===== config.mk =====
export PLATFORM = sky130hd
export DESIGN_NAME = radix_borrow_unit
export DESIGN_NICKNAME = d
export VERILOG_FILES = /design/src/rtl/rbu_pkg.sv /design/src/rtl/rbu_ctrl.sv /design/src/rtl/rbu_datapath.sv /design/src/rtl/radix_borrow_unit.sv
export SDC_FILE = /design/constraint.sdc
export NUM_CORES = 1
export LEC_CHECK = 0
export BUFFER_PORTS_ARGS = -buffer_cell sky130_fd_sc_hd__buf_2
export CORE_ASPECT_RATIO = 0.6
export CORE_MARGIN = 1
export CORE_UTILIZATION = 35
export CTS_BUF_LIST = sky130_fd_sc_hd__clkbuf_2 sky130_fd_sc_hd__clkbuf_4 sky130_fd_sc_hd__clkbuf_8
export CTS_CLUSTER_DIAMETER = 60
export DETAILED_ROUTE_END_ITERATION = 7
export GPL_TIMING_DRIVEN = 0
export HOLD_SLACK_MARGIN = 0.05
export SETUP_SLACK_MARGIN = 0.1
export SYNTH_ARGS = -nofsm -noshare
export SYNTH_HDL_FRONTEND = slang
export SYNTH_SLANG_ARGS = --single-unit

===== constraint.sdc =====
create_clock -name clk -period 1.61 [get_ports clk]
set_input_delay 0.0805 -clock clk [delete_from_list [all_inputs] [get_ports clk]]
set_output_delay 0.0805 -clock clk [all_outputs]
set_load 0.05 [all_outputs]

===== src/rtl/rbu_pkg.sv =====
package rbu_pkg;
  localparam int OPC_W  = 13;
  localparam int NIB_W  = 4;
  localparam int ADDR_W = 16;
  localparam int IMM_W  = 8;
  localparam logic [6:0] OPC_PREFIX = 7'b1110000;

  typedef struct packed {
    logic idle;    // unit free to take side writes
    logic latch;   // capture instruction word
    logic rdEn;    // read cycle
    logic wrEn;    // write cycle
    logic commit;  // update flags, index, override at end of cycle
  } rbuStrobe_t;
endpackage


===== src/rtl/rbu_ctrl.sv =====
module rbu_ctrl
  import rbu_pkg::*;
(
  input  logic             clk,
  input  logic             rstN,
  input  logic             start,
  input  logic [OPC_W-1:0] instr,
  output rbuStrobe_t       strobe
);
  typedef enum logic [1:0] {ST_IDLE, ST_READ, ST_WRITE} state_t;
  state_t state;

  logic opcMatch;
  assign opcMatch = (instr[OPC_W-1 -: 7] == OPC_PREFIX);

  always_comb begin
    strobe.idle   = (state == ST_IDLE);
    strobe.latch  = (state == ST_IDLE) && start && opcMatch;
    strobe.rdEn   = (state == ST_READ);
    strobe.wrEn   = (state == ST_WRITE);
    strobe.commit = (state == ST_WRITE);
  end

  always_ff @(posedge clk) begin
    if (!rstN) state <= ST_IDLE;
    else begin
      case (state)
        ST_IDLE:  if (strobe.latch) state <= ST_READ;
        ST_READ:  state <= ST_WRITE;
        default:  state <= ST_IDLE;
      endcase
    end
  end

  AST_WRITE_FOLLOWS_READ: assert property (@(posedge clk) disable iff (!rstN)
    strobe.rdEn |=> strobe.wrEn);
  AST_READ_FOLLOWS_ACCEPT: assert property (@(posedge clk) disable iff (!rstN)
    (strobe.idle && start && opcMatch) |=> strobe.rdEn);
  AST_BAD_OPCODE_IDLE: assert property (@(posedge clk) disable iff (!rstN)
    (strobe.idle && !(start && opcMatch)) |=> strobe.idle);
endmodule


===== src/rtl/rbu_datapath.sv =====
module rbu_datapath
  import rbu_pkg::*;
(
  input  logic              clk,
  input  logic              rstN,
  input  rbuStrobe_t        strobe,
  input  logic [OPC_W-1:0]  instr,
  input  logic              extLoad,
  input  logic [IMM_W-1:0]  extImm,
  input  logic              idxWr,
  input  logic              idxWrSel,
  input  logic [ADDR_W-1:0] idxWrData,
  input  logic              cWr,
  input  logic              cWrData,
  input  logic [NIB_W-1:0]  memRdData,
  output logic [ADDR_W-1:0] memAddr,
  output logic [NIB_W-1:0]  memWrData,
  output logic              flagC,
  output logic              flagZ,
  output logic [ADDR_W-1:0] xIdx,
  output logic [ADDR_W-1:0] yIdx
);
  localparam int RADIX_W = NIB_W + 1;

  logic [5:0]        opReg;
  logic              extValid;
  logic [IMM_W-1:0]  extReg;

  logic selY, postInc, useExt, borrow;
  logic [RADIX_W-1:0] radixVal;
  logic [NIB_W-1:0]   resNib;

  assign selY    = opReg[5];
  assign postInc = opReg[4];
  assign useExt  = extValid && !postInc;
  assign radixVal = (opReg[3:0] == '0) ? RADIX_W'(16) : {1'b0, opReg[3:0]};
  assign borrow  = flagC && (memRdData == '0);

  always_comb begin
    if (borrow) resNib = NIB_W'(radixVal - RADIX_W'(1));
    else        resNib = memRdData - NIB_W'(flagC);
  end

  always_comb begin
    if (useExt) memAddr = {{(ADDR_W-IMM_W){selY}}, extReg};
    else        memAddr = selY ? yIdx : xIdx;
  end
  assign memWrData = resNib;

  always_ff @(posedge clk) begin
    if (!rstN) begin
      opReg <= '0; extValid <= 1'b0; extReg <= '0;
      flagC <= 1'b0; flagZ <= 1'b0; xIdx <= '0; yIdx <= '0;
    end else begin
      if (strobe.latch) opReg <= instr[5:0];
      if (strobe.idle && !strobe.latch) begin
        if (extLoad) begin extValid <= 1'b1; extReg <= extImm; end
        if (idxWr) begin
          if (idxWrSel) yIdx <= idxWrData;
          else          xIdx <= idxWrData;
        end
        if (cWr) flagC <= cWrData;
      end
      if (strobe.commit) begin
        flagC    <= borrow;
        flagZ    <= (resNib == '0);
        extValid <= 1'b0;
        if (postInc) begin
          if (selY) yIdx <= yIdx + 1'b1;
          else      xIdx <= xIdx + 1'b1;
        end
      end
    end
  end

  AST_Z_TRACKS_WRITE: assert property (@(posedge clk) disable iff (!rstN)
    strobe.commit |=> (flagZ == ($past(memWrData) == '0)));
  AST_EXT_ONE_SHOT: assert property (@(posedge clk) disable iff (!rstN)
    strobe.commit |=> !extValid);
  AST_INC_Y: assert property (@(posedge clk) disable iff (!rstN)
    (strobe.commit && postInc && selY) |=> (yIdx == $past(yIdx) + 1'b1) && $stable(xIdx));
  AST_INC_X: assert property (@(posedge clk) disable iff (!rstN)
    (strobe.commit && postInc && !selY) |=> (xIdx == $past(xIdx) + 1'b1) && $stable(yIdx));
  AST_ADDR_HELD: assert property (@(posedge clk) disable iff (!rstN)
    strobe.rdEn |=> $stable(memAddr));
  AST_BUSY_NO_SIDE_WRITE: assert property (@(posedge clk) disable iff (!rstN)
    (strobe.rdEn) |=> $stable(flagC) && $stable(xIdx) && $stable(yIdx));
endmodule


===== src/rtl/radix_borrow_unit.sv =====
module radix_borrow_unit
  import rbu_pkg::*;
(
  input  logic              clk,
  input  logic              rstN,
  input  logic              start,
  input  logic [OPC_W-1:0]  instr,
  input  logic              extLoad,
  input  logic [IMM_W-1:0]  extImm,
  input  logic              idxWr,
  input  logic              idxWrSel,
  input  logic [ADDR_W-1:0] idxWrData,
  input  logic              cWr,
  input  logic              cWrData,
  output logic [ADDR_W-1:0] memAddr,
  output logic              memRdEn,
  input  logic [NIB_W-1:0]  memRdData,
  output logic              memWrEn,
  output logic [NIB_W-1:0]  memWrData,
  output logic              busy,
  output logic              flagC,
  output logic              flagZ,
  output logic [ADDR_W-1:0] xIdx,
  output logic [ADDR_W-1:0] yIdx
);
  rbuStrobe_t strobe;

  rbu_ctrl uCtrl (
    .clk(clk), .rstN(rstN), .start(start), .instr(instr), .strobe(strobe)
  );

  rbu_datapath uDp (
    .clk(clk), .rstN(rstN), .strobe(strobe), .instr(instr),
    .extLoad(extLoad), .extImm(extImm),
    .idxWr(idxWr), .idxWrSel(idxWrSel), .idxWrData(idxWrData),
    .cWr(cWr), .cWrData(cWrData), .memRdData(memRdData),
    .memAddr(memAddr), .memWrData(memWrData),
    .flagC(flagC), .flagZ(flagZ), .xIdx(xIdx), .yIdx(yIdx)
  );

  assign memRdEn = strobe.rdEn;
  assign memWrEn = strobe.wrEn;
  assign busy    = !strobe.idle;

  AST_PORT_EXCLUSIVE: assert property (@(posedge clk) disable iff (!rstN)
    !(memRdEn && memWrEn));
endmodule


# Yosys cells after proc, flatten, opt, wreduce, memory -nomap -nowiden
# Cells that the tools add are included.
# word_totals
ff_bits	51
input_bits	49
output_inout_bits	57
# classes
addsub	4
n_eq_ne	4
n_mux	21
bitwise_logic	1
reduce_logical	17
# op_table
operator	n
2-to-1 mux 16 bit	14
adder 16 x 1 -> 16 bit, second input constant	2
logical NOT 4 bit	3
2-to-1 mux 4 bit	2
== test 7 bit, second input constant	1
logical AND 1 bit	5
one-hot mux 2 bit (2 select lines)	1
AND reduction 2 bit	2
nonzero test 2 bit	2
subtractor 4 x 1 -> 4 bit	1
subtractor 4 x 1 -> 4 bit, second input constant	1
logical NOT 1 bit	3
2-to-1 mux 1 bit	3
== test 2 x 1 -> 1 bit, second input constant	1
== test 2 bit, second input constant	1
logical NOT 2 bit	1
2-to-1 mux 2 bit	1
inequality test 2 x 1 -> 1 bit, second input constant	1
OR reduction 2 bit	1
inverter 1 bit	1

# Logic depth before layout (Yosys ltp)
# Gate-level depths: netlist of the first run.
# logic_depth
word_depth	9
mapped_depth	7

# Cells and area by module
# From an unflattened synthesis of the first run, not the netlist that was laid out.
# hier_totals
hier_cells	403
area_unflattened_um2	3118.0
# by_module_without_submodules
module	n_inst	cells_per_inst	area_each_um2	seq_area_each_um2
rbu_datapath	1	389	2994.1	980.9
rbu_ctrl	1	13	120.1	40.0
radix_borrow_unit	1	1	3.8	0.0

# Worst setup path before layout of the first run
# Ideal clock, no wire load.
# synth_timing
kind	register to output
from	reg uDp.opReg[4]
to	out memAddr[12]
arrival_time_ps	2152
required_ps	1529
slack_ps	-623
path_stages_with_launch	6
n_path_buf	2
cell_sequence	dfxtp_1 -> nand2b_1 -> clkbuf_1 -> clkbuf_1 -> nand2_1 -> o21ai_0
# synth_via
elab_chain_len	3
# synth_rtl
element	line_no	text
start: declaration	rbu_datapath.sv:25	logic [5:0] opReg;
start signal: assignment	rbu_datapath.sv:55	if (strobe.latch) opReg <= instr[5:0];
logical NOT 1 bit	rbu_datapath.sv:35	assign useExt = extValid && !postInc;
logical AND 1 bit	rbu_datapath.sv:35	
2-to-1 mux 16 bit	rbu_datapath.sv:45	if (useExt) memAddr = {{(ADDR_W-IMM_W){selY}}, extReg};
end: declaration	radix_borrow_unit.sv:15	output logic [ADDR_W-1:0] memAddr,
# Every way passes these cells.

# Final worst setup path of the first run
# layout_timing
from	reg uCtrl.state[1]
to	reg uDp.xIdx[6]
# layout_via
elab_chain_len	9
# layout_rtl
element	line_no	text
start: declaration	rbu_ctrl.sv:11	state_t state;
start signal: assignment	rbu_ctrl.sv:25	if (!rstN) state <= ST_IDLE;
start signal: assignment	rbu_ctrl.sv:28	ST_IDLE: if (strobe.latch) state <= ST_READ;
start signal: assignment	rbu_ctrl.sv:29	ST_READ: state <= ST_WRITE;
logical NOT 2 bit	rbu_ctrl.sv:17, rbu_ctrl.sv:18	
logical AND 1 bit (2 in series)	rbu_ctrl.sv:18	strobe.latch = (state == ST_IDLE) && start && opcMatch;
logical NOT 1 bit	rbu_datapath.sv:56	if (strobe.idle && !strobe.latch) begin
logical AND 1 bit	rbu_datapath.sv:56	
2-to-1 mux 16 bit	rbu_datapath.sv:56	
2-to-1 mux 16 bit	rbu_datapath.sv:69	if (selY) yIdx <= yIdx + 1'b1;
2-to-1 mux 16 bit	rbu_datapath.sv:68	if (postInc) begin
2-to-1 mux 16 bit *	rbu_datapath.sv:64	if (strobe.commit) begin
end signal: assignment	rbu_datapath.sv:60	else xIdx <= idxWrData;
end signal: assignment	rbu_datapath.sv:70	else xIdx <= xIdx + 1'b1;
end: declaration	rbu_datapath.sv:20	output logic [ADDR_W-1:0] xIdx,
# Every way passes the cells marked *; elsewhere a longest branch is shown, timed or not.
# A chain may end at the register's enable or synchronous reset.

==> flow_summary.ini, run 1 <==
[worst_setup_path]
start_kind = register
worstSetupPathType = reg -> reg
worstPathMaxFanout = 5
arrival_ps = 2010
cp-end-kind = register
critical_path.max_stage_delay_ps = 540
crit_family = simple AND/OR/NAND/NOR gates
worstPathRequired_ps = 1860
slowest_stage = or4b_4
critPathMostFrequentCell = buf_6
path_cells = or4b_4 -> buf_6 -> a21oi_4 -> buf_6 -> a32oi_2 -> o22ai_1
crit_buf_inv = 2

[synthesis]
async_reset_ff_frac = 0
ys_ff_latch = 51
yosysSeqAreaShare = 0.300
synth_cell_types = 62
synthMuxAreaShare = 0.110
syn_area_um2 = 3400
synth_edf_count = 0
synth-simple-area-share = 0.279
synth_fa_ha_area_frac = 0.0184
ys.flop_type = dfxtp_1
synth_xor_area_frac = 0.0103
synth_fp_nets = 487
synth_top_family_by_area = simple AND/OR/NAND/NOR gates
avgSynthCellArea_um2 = 7.85
synth_warnings = 0
synthCells = 433
synth_compound_area_frac = 0.212

[clock_tree]
clkLatencyLatePin_ps = 320
cts_tree = built
cts_root_buffer = clkbuf_8
clkTransAtPathRegs_ps = 110
cts_max_path_buffers = 2
cts_buffers = 5
cts.sinks = 51
htreeDepth = 2

[grt]
grt_max_degree = 15
antenna_found_initial = 0
grt_usage = 0.291
grt_pass1_vias = 3987
gr-total-overflow = 0
grt_pass1_wl_um = 22100

[finish]
final_cell_mix = 86 x buf_2, 31 x buf_6, 30 x nand2_1, 27 x buf_4, 25 x nor2_1
antennaDiodeCount = 0
drive_above_1_share = 0.517
fin_area_um2 = 5860
layout_commonest_cell = buf_2
fin_cells = 732
nNetsFinal = 655
utilization = 0.631
syn_to_final_growth_pct = 72.5
fillCellCount = 770

[die]
num_rows = 27
die-height_um = 78.3
coreArea_um2 = 9290
ios = 106
die_w_um = 129
dieArea_um2 = 10100
initial_core_util = 0.366

[timing]
hold_viol = 0
fin_setup_tns_ps = -2370
period_needed_ps = 1760
setup_viol = 31
worst_slew_pin_slew_ps = 764
worst_slack_ps = -152
rsz0062_at_grt = true
finalCritPeriodShare = 1.09
slew_viol_final = 0
relSlewSlack = 0.490
fmax_ghz = 0.567
skew_ps = 11.3

[routing]
first_iter_violations = 576
drt_wl_total_um = 15100
viasPerCell = 5.95
wl_per_cell_um = 20.6
num_vias = 4359
firstDrtPassIters = 5
drtAntennaViolNets = 0
drc = 0

[power_and_ir_drop]
combinationalPowerShare = 0.325
p_int_w = 0.00216
pwr-share-seq = 0.412
switching_share = 0.367
power.share.clock = 0.263
p_per_area_nw_per_um2 = 581
peakVddDrop_mv = 0.351
p_sw_w = 0.00125
leakage_nw = 2.47

[placed_design]
placed_cells = 668
gp_congestion = 0.868
placed_cell_area_um2 = 4390
dp_hpwl_um = 9670
portBuffers = 105

[min_path]
hold_path_class = in -> reg

[flow_run]
maxCapViolations = 0

[outcome]
run_status = finished with violations
violations = setup timing
[worst min-delay path, delay by kind of cell]
kind            cells  cell delay (ps)
buf+inv             1              110
compound gates      2              160
[cell type report]
| type | count | area, um2 | share of cell area |
|---|---|---|---|
| sequential | 51 | 1120 | 0.191 |
| multi-input combinational | 330 | 2810 | 0.479 |
| buffer | 34 | 343 | 0.0585 |
| clock buffer | 8 | 104 | 0.0177 |
| tap | 130 | 163 | 0.0277 |
| inverter | 17 | 67.6 | 0.0115 |
| timing repair buffer | 162 | 1260 | 0.214 |
[power groups by stage]
| stage | Clock (W) | Combinational, W | Sequential (W) |
|---|---|---|---|
| 3_3_place_gp | 0 | 0.000808 | 0.00141 |
| 5_1_grt | 0.000935 | 0.00115 | 0.00141 |
| 4_1_cts | 0.000889 | 0.00105 | 0.00139 |
| 3_5_place_dp | 0 | 0.000814 | 0.00141 |
| 6_report | 0.000895 | 0.00111 | 0.00140 |
| 2_1_floorplan | 0 | 0.000440 | 0.00153 |
[cell families after synthesis]
logic type                 count (synthesis)
and+or+nand+nor                          175
AOI/OAI and AO/OA                        109
buffers and inverters                     52
DFF                                       51
muxes                                     37
adders and majority gates                  5
xor gates and xnor gates                   4
[routing by layer]
metal / global-route usage / wire length (um) / vias to the layer above
met5: 0 / 0 / -
met4: 0.0718 / 228 / 0
met3: 0.0545 / 1640 / 25
met2: 0.428 / 6390 / 286
met1: 0.430 / 6820 / 2077
li1: - / - / 1971
[cells in the mapped netlist, drive strengths merged, types with 2 or more instances]
cell type	instances	area share
xnor2	2	0.0052
nand2b	6	0.011
nand4b	2	0.0052
o22ai	5	0.0092
nor3	10	0.015
a21boi	2	0.0044
and3	7	0.013
a21oi	29	0.045
nand2	37	0.041
a21o	3	0.0070
o31a	2	0.0052
nor2	34	0.038
a31oi	15	0.028
nor3b	2	0.0044
or4	3	0.0066
mux2	3	0.0099
or3	2	0.0037
nand3	31	0.046
nand4bb	2	0.0066
and4bb	2	0.0074
nor4	4	0.0074
xor2	2	0.0052
and2	6	0.011
a2bb2oi	3	0.0077
mux2i	34	0.10
nand4	16	0.029
a211oi	8	0.018
dfxtp	51	0.30
and4	3	0.0077
inv	17	0.019
o2bb2ai	2	0.0052
clkbuf	20	0.022
and4b	3	0.0088
o211ai	4	0.0088
o21ai	18	0.026
ha	5	0.018
buf	15	0.029
a311oi	5	0.013
[per-stage QoR]
stage / worst slack (ps) / total power, W / hold slack, ps
2_1_floorplan: -29.4 / 0.00197 / 220
3_3_place_gp: -361 / 0.00221 / 311
3_5_place_dp: -405 / 0.00222 / 318
4_1_cts: -143 / 0.00333 / 54.3
5_1_grt: -189 / 0.00350 / 62.1
6_report: -152 / 0.00341 / 58.6
[what timing repair did]
item,CTS,global route
gates resized for setup,157,49
setup endpoints to repair,56,69
pin swaps,31,33
hold endpoints to repair,18,0
hold buffers,17,0
setup buffers,22,11
cloned,6,2
[worst paths after layout]
check	start	to	slack, ps	cells after the start
hold reg to reg	uDp.yIdx[0]	uDp.yIdx[0]	500	1
setup reg to reg	uCtrl.state[1]	uDp.xIdx[6]	-150	6
hold / removal	idxWrData[2]	uDp.xIdx[2]	60	3
setup / recovery	uCtrl.state[1]	uDp.xIdx[6]	-150	6
[state kept, by name, summed over array words and instances, names as in the netlist]
register	count
uDp.xIdx	16
uDp.yIdx	16
uDp.extReg	8
uDp.opReg	6
uCtrl.state	2
uDp.extValid	1
uDp.flagC	1
uDp.flagZ	1
(Power assumes the default switching activity.)
==> run 2, diff against run 1 <==
Settings changed: CELL_PAD_IN_SITES_DETAIL_PLACEMENT set to 1, CELL_PAD_IN_SITES_GLOBAL_PLACEMENT set to 1, CORE_UTILIZATION 35 to 34, PLACE_DENSITY_LB_ADDON set to 0.1.
==> flow_summary.ini, run 2 (synthesis gave the netlist of run 1 again) <==
[power_and_ir_drop]
p_per_area_nw_per_um2 = 578
pwr-share-seq = 0.380
p_int_w = 0.00228
power.share.clock = 0.268
switching_share = 0.393
combinationalPowerShare = 0.353
p_total_w = 0.00375
peakVddDrop_mv = 0.712
leakage_nw = 2.72
p_sw_w = 0.00148

[timing]
rsz0062_at_grt = true
slew_viol_final = 0
relSlewSlack = 0.316
finalCritPeriodShare = 1.21
worst_slew_pin_slew_ps = 1030
setup_viol = 63
fin_setup_tns_ps = -8700
period_needed_ps = 1940
skew_ps = 21.7
worst_slack_ps = -330
hold_viol = 0
fmax_ghz = 0.515

[die]
ios = 106
initial_core_util = 0.361
dieArea_um2 = 10400
num_rows = 27
die_w_um = 131
die-height_um = 79.5
coreArea_um2 = 9430

[placed_design]
dp_hpwl_um = 11000
pre_cts_slack_ps = -383
portBuffers = 105
gp_congestion = 0.877

[worst_setup_path]
path_cells = buf_6 -> or4b_4 -> a21o_1 -> buf_6 -> buf_12 -> mux2i_1 -> o22ai_1
worstSetupPathType = reg -> reg
start_kind = register
arrival_ps = 2150
crit_buf_inv = 3
critical_path.max_stage_delay_ps = 530
critPathMostFrequentCell = buf_6
worstPathMaxFanout = 8
slowest_stage = or4b_4
crit_family = simple AND/OR/NAND/NOR gates
cp-end-kind = register
worstPathRequired_ps = 1820

[grt]
grt_usage = 0.363
grt_pass1_wl_um = 27500
gr-total-overflow = 0
grt_max_degree = 16
grt_pass1_vias = 4716
antenna_found_initial = 0

[finish]
layout_commonest_cell = buf_2
nNetsFinal = 677
syn_to_final_growth_pct = 91.1
reg_top3 = uDp.xIdx (16), uDp.yIdx (16), uDp.extReg (8)
regArea_um2 = 1120
antennaDiodeCount = 0
fillCellCount = 1017
final_cell_mix = 85 x buf_2, 49 x buf_6, 29 x buf_4, 28 x nand2_1
drive_above_1_share = 0.599
multiInputGateArea_um2 = 3100

[flow_run]
maxCapViolations = 0

[clock_tree]
cts_root_buffer = clkbuf_8
htreeDepth = 2
cts.sinks = 51
clkTransAtPathRegs_ps = 110
cts_max_path_buffers = 2
cts_tree = built
cts_buffers = 5
clkLatencyLatePin_ps = 350

[min_path]
hold_path_class = in -> reg

[outcome]
run_status = finished with violations
violations = setup timing

[routing]
drtAntennaViolNets = 0
drc = 0
first_iter_violations = 656
drt_wl_total_um = 24700
wl_per_cell_um = 32.8
firstDrtPassIters = 5
viasPerCell = 6.97
num_vias = 5256
[run 2: changes by cell type in the layout (fill, tap and decap cells not counted), sizes merged]
cell    before  now
buf        154  181
clkbuf      33   25
clkinv       0    2
bufinv       0    1
[run 2: worst reg2reg max path, cell delays in order (launching register included)]
cell,delay (ps)
dfxtp_2,340
buf_6,130
or4b_4,540
a21o_1,210
buf_6,160
buf_12,150
mux2i_1,180
o22ai_1,100
[run 2: final cells by class]
cell class	count	area share
Inverter	17	0.0104
Timing Repair Buffer	183	0.237
Multi-Input combinational cell	330	0.478
Clock buffer	5	0.0106
Sequential cell	51	0.172
Buffer	35	0.0612
Tap cell	130	0.0250
Clock inverter	3	0.00597
[run 2: per-stage QoR]
stage	area, um2	util	hold WS, ps	std cells
2_1_floorplan	3700	-	220	433
3_3_place_gp	4390	0.466	312	668
3_5_place_dp	4390	0.466	324	668
4_1_cts	5800	0.616	51.4	729
5_1_grt	6500	0.689	68.0	754
6_report	6500	0.689	63.7	754
[run 2: repair_timing]
action	in CTS	in global routing
hold endpoints to repair	18	0
pin swaps	38	41
setup buffers	30	23
setup endpoints to repair	59	71
resized for setup	197	110
hold buffers	17	0
gates cloned	6	3
[run 2: final timing paths]
path                                    end  cells past startpoint  slack [ps]           start
worst max-delay path            uDp.xIdx[3]                      7        -330  uCtrl.state[1]
worst min-delay path            uDp.xIdx[2]                      3          60    idxWrData[2]
worst max register to register  uDp.xIdx[3]                      7        -330  uCtrl.state[1]
worst min register to register  uDp.xIdx[2]                      2         540     uDp.xIdx[2]
[run 2: power by group through the flow]
| stage | logic [W] | registers (W) | clock network (W) |
|---|---|---|---|
| floorplan | 0.000440 | 0.00153 | 0 |
| global placement | 0.000810 | 0.00141 | 0 |
| detailed placement | 0.000827 | 0.00141 | 0 |
| CTS | 0.00109 | 0.00140 | 0.000967 |
| global route | 0.00134 | 0.00142 | 0.00103 |
| finish | 0.00132 | 0.00142 | 0.00100 |
[run 2: per-layer routing]
layer  part of all wire  global-route usage
met5                  0                   0
met4              0.059               0.144
met3               0.14              0.0958
met2               0.42               0.559
met1               0.38               0.480
==> run 3, diff against run 2 <==
Settings changed: CORE_ASPECT_RATIO 0.6 to unset.
==> flow_summary.ini, run 3 (synthesis gave the netlist of run 1 again) <==
[outcome]
run_status = finished with violations
violations = setup timing

[min_path]
hold_path_class = in -> reg
hold_start = idxWrData[0]

[clock_tree]
clkTransAtPathRegs_ps = 100
clkLatencyLatePin_ps = 320
htreeDepth = 2
cts.sinks = 51
cts_max_path_buffers = 2
cts_root_buffer = clkbuf_8
cts_buffers = 5
cts_tree = built

[power_and_ir_drop]
combinationalPowerShare = 0.356
p_per_area_nw_per_um2 = 534
switching_share = 0.385
power.share.clock = 0.235
leakage_nw = 2.69
pwr-share-seq = 0.409
p_sw_w = 0.00132
p_total_w = 0.00343
peakVddDrop_mv = 0.465
p_int_w = 0.00211

[routing]
first_iter_violations = 341
wl_per_cell_um = 25.9
drtAntennaViolNets = 0
drt_wl_total_um = 19900
viasPerCell = 6.21
num_vias = 4770
drc = 0
firstDrtPassIters = 5

[finish]
reg_top3 = uDp.xIdx (16), uDp.yIdx (16), uDp.extReg (8)
drive_above_1_share = 0.580
syn_to_final_growth_pct = 88.9
final_cell_mix = 84 x buf_2, 51 x buf_6, 36 x buf_4, 28 x nand2_1, 25 x mux2i_1
fin_cells = 768
fillCellCount = 1076
layout_commonest_cell = buf_2
nNetsFinal = 688
antennaDiodeCount = 0

[worst_setup_path]
r2r_start = uCtrl.state[1]
crit_start = uCtrl.state[1]
worstSetupPathType = reg -> reg
start_kind = register
slowest_stage = dfxtp_4
cp-end-kind = register
arrival_ps = 2060
worstPathRequired_ps = 1820
critPathMostFrequentCell = buf_6
path_cells = buf_6 -> buf_6 -> nand4b_1 -> buf_4 -> buf_8 -> nor3_4 -> a211oi_2 -> a311oi_2
worstPathMaxFanout = 5
critical_path.max_stage_delay_ps = 390

[grt]
grt_usage = 0.317
grt_pass1_wl_um = 25000
grt_max_degree = 15
gr-total-overflow = 0
grt_pass1_vias = 4504
antenna_found_initial = 0

[placed_design]
dp_hpwl_um = 9960
placed_cells = 671
portBuffers = 105
gp_congestion = 0.868
pre_cts_slack_ps = -420

[timing]
slew_viol_final = 0
fmax_ghz = 0.540
skew_ps = 15.2
setup_viol = 55
relSlewSlack = 0.385
fin_setup_tns_ps = -6490
finalCritPeriodShare = 1.15
worst_slew_pin_slew_ps = 923
period_needed_ps = 1850
worst_slack_ps = -241
whs_ps = 69.1
hold_viol = 0
rsz0062_at_grt = true

[die]
die_w_um = 102
dieArea_um2 = 10400
coreArea_um2 = 9730
die-height_um = 102
num_rows = 36
initial_core_util = 0.349
ios = 106

[flow_run]
maxCapViolations = 0
run 3: changes by cell type in the layout (fill, tap and decap cells not counted), moves of 4 or more:
cell           previous run  this run
buf_4                    29        36
dlygate4sd3_1            17        21
a21oi_1                   7        12
nand3_2                  16         9
nand3_1                  13        20
o21ai_4                   7         1
a21oi_2                  13         9
o21ai_2                   5        10
run 3: cell type report:
cell class,instances,area (um2),area share
buffer,33,355,0.0553
clock buffer,6,76.3,0.0119
clock inverter,2,7.51,0.00117
inverter,17,70.1,0.0109
multi-input combinational,330,2990,0.465
sequential,51,1120,0.175
tap,133,166,0.0259
timing repair buffer,196,1640,0.255
run 3: worst paths after layout:
kind | end | slack [ps] | cells after the start
min reg2reg | uDp.xIdx[2] | 540 | 2
min | uDp.xIdx[0] | 70 | 3
max reg2reg | uDp.yIdx[5] | -240 | 8
max | uDp.yIdx[5] | -240 | 8
run 3: metal layers:
layer | vias up | global-route usage | share of wire
met5 | - | 0 | 0
met4 | 0 | 0.113 | 0.054
met3 | 101 | 0.0424 | 0.073
met2 | 302 | 0.574 | 0.49
met1 | 2337 | 0.383 | 0.38
li1 | 2030 | - | -
run 3: worst max-delay path, delay by kind of cell, from the launching register on:
kind,cells,cell delay [ps]
buf+inv,4,580
simple gates,2,430
flops,1,390
compound gates,2,330
run 3: power groups by stage:
stage / registers (W) / clock network (W) / logic (W)
6_report: 0.00140 / 0.000805 / 0.00122
5_1_grt: 0.00141 / 0.000856 / 0.00126
4_1_cts: 0.00139 / 0.000785 / 0.00108
3_5_place_dp: 0.00141 / 0 / 0.000820
3_3_place_gp: 0.00141 / 0 / 0.000808
2_1_floorplan: 0.00153 / 0 / 0.000440
run 3: repair_timing:
action / CTS / global route
hold buffers: 21 / 0
endpoints found under the setup margin: 57 / 73
hold endpoints to repair: 21 / 0
pin swaps: 32 / 39
gates cloned: 9 / 0
buffers inserted: 32 / 29
resized for setup: 188 / 98
run 3: through the flow:
stage | util | cell area (um2)
finish | 0.660 | 6420
global route | 0.660 | 6420
CTS | 0.599 | 5830
detailed placement | 0.452 | 4400
global placement | 0.452 | 4400
floorplan | - | 3700
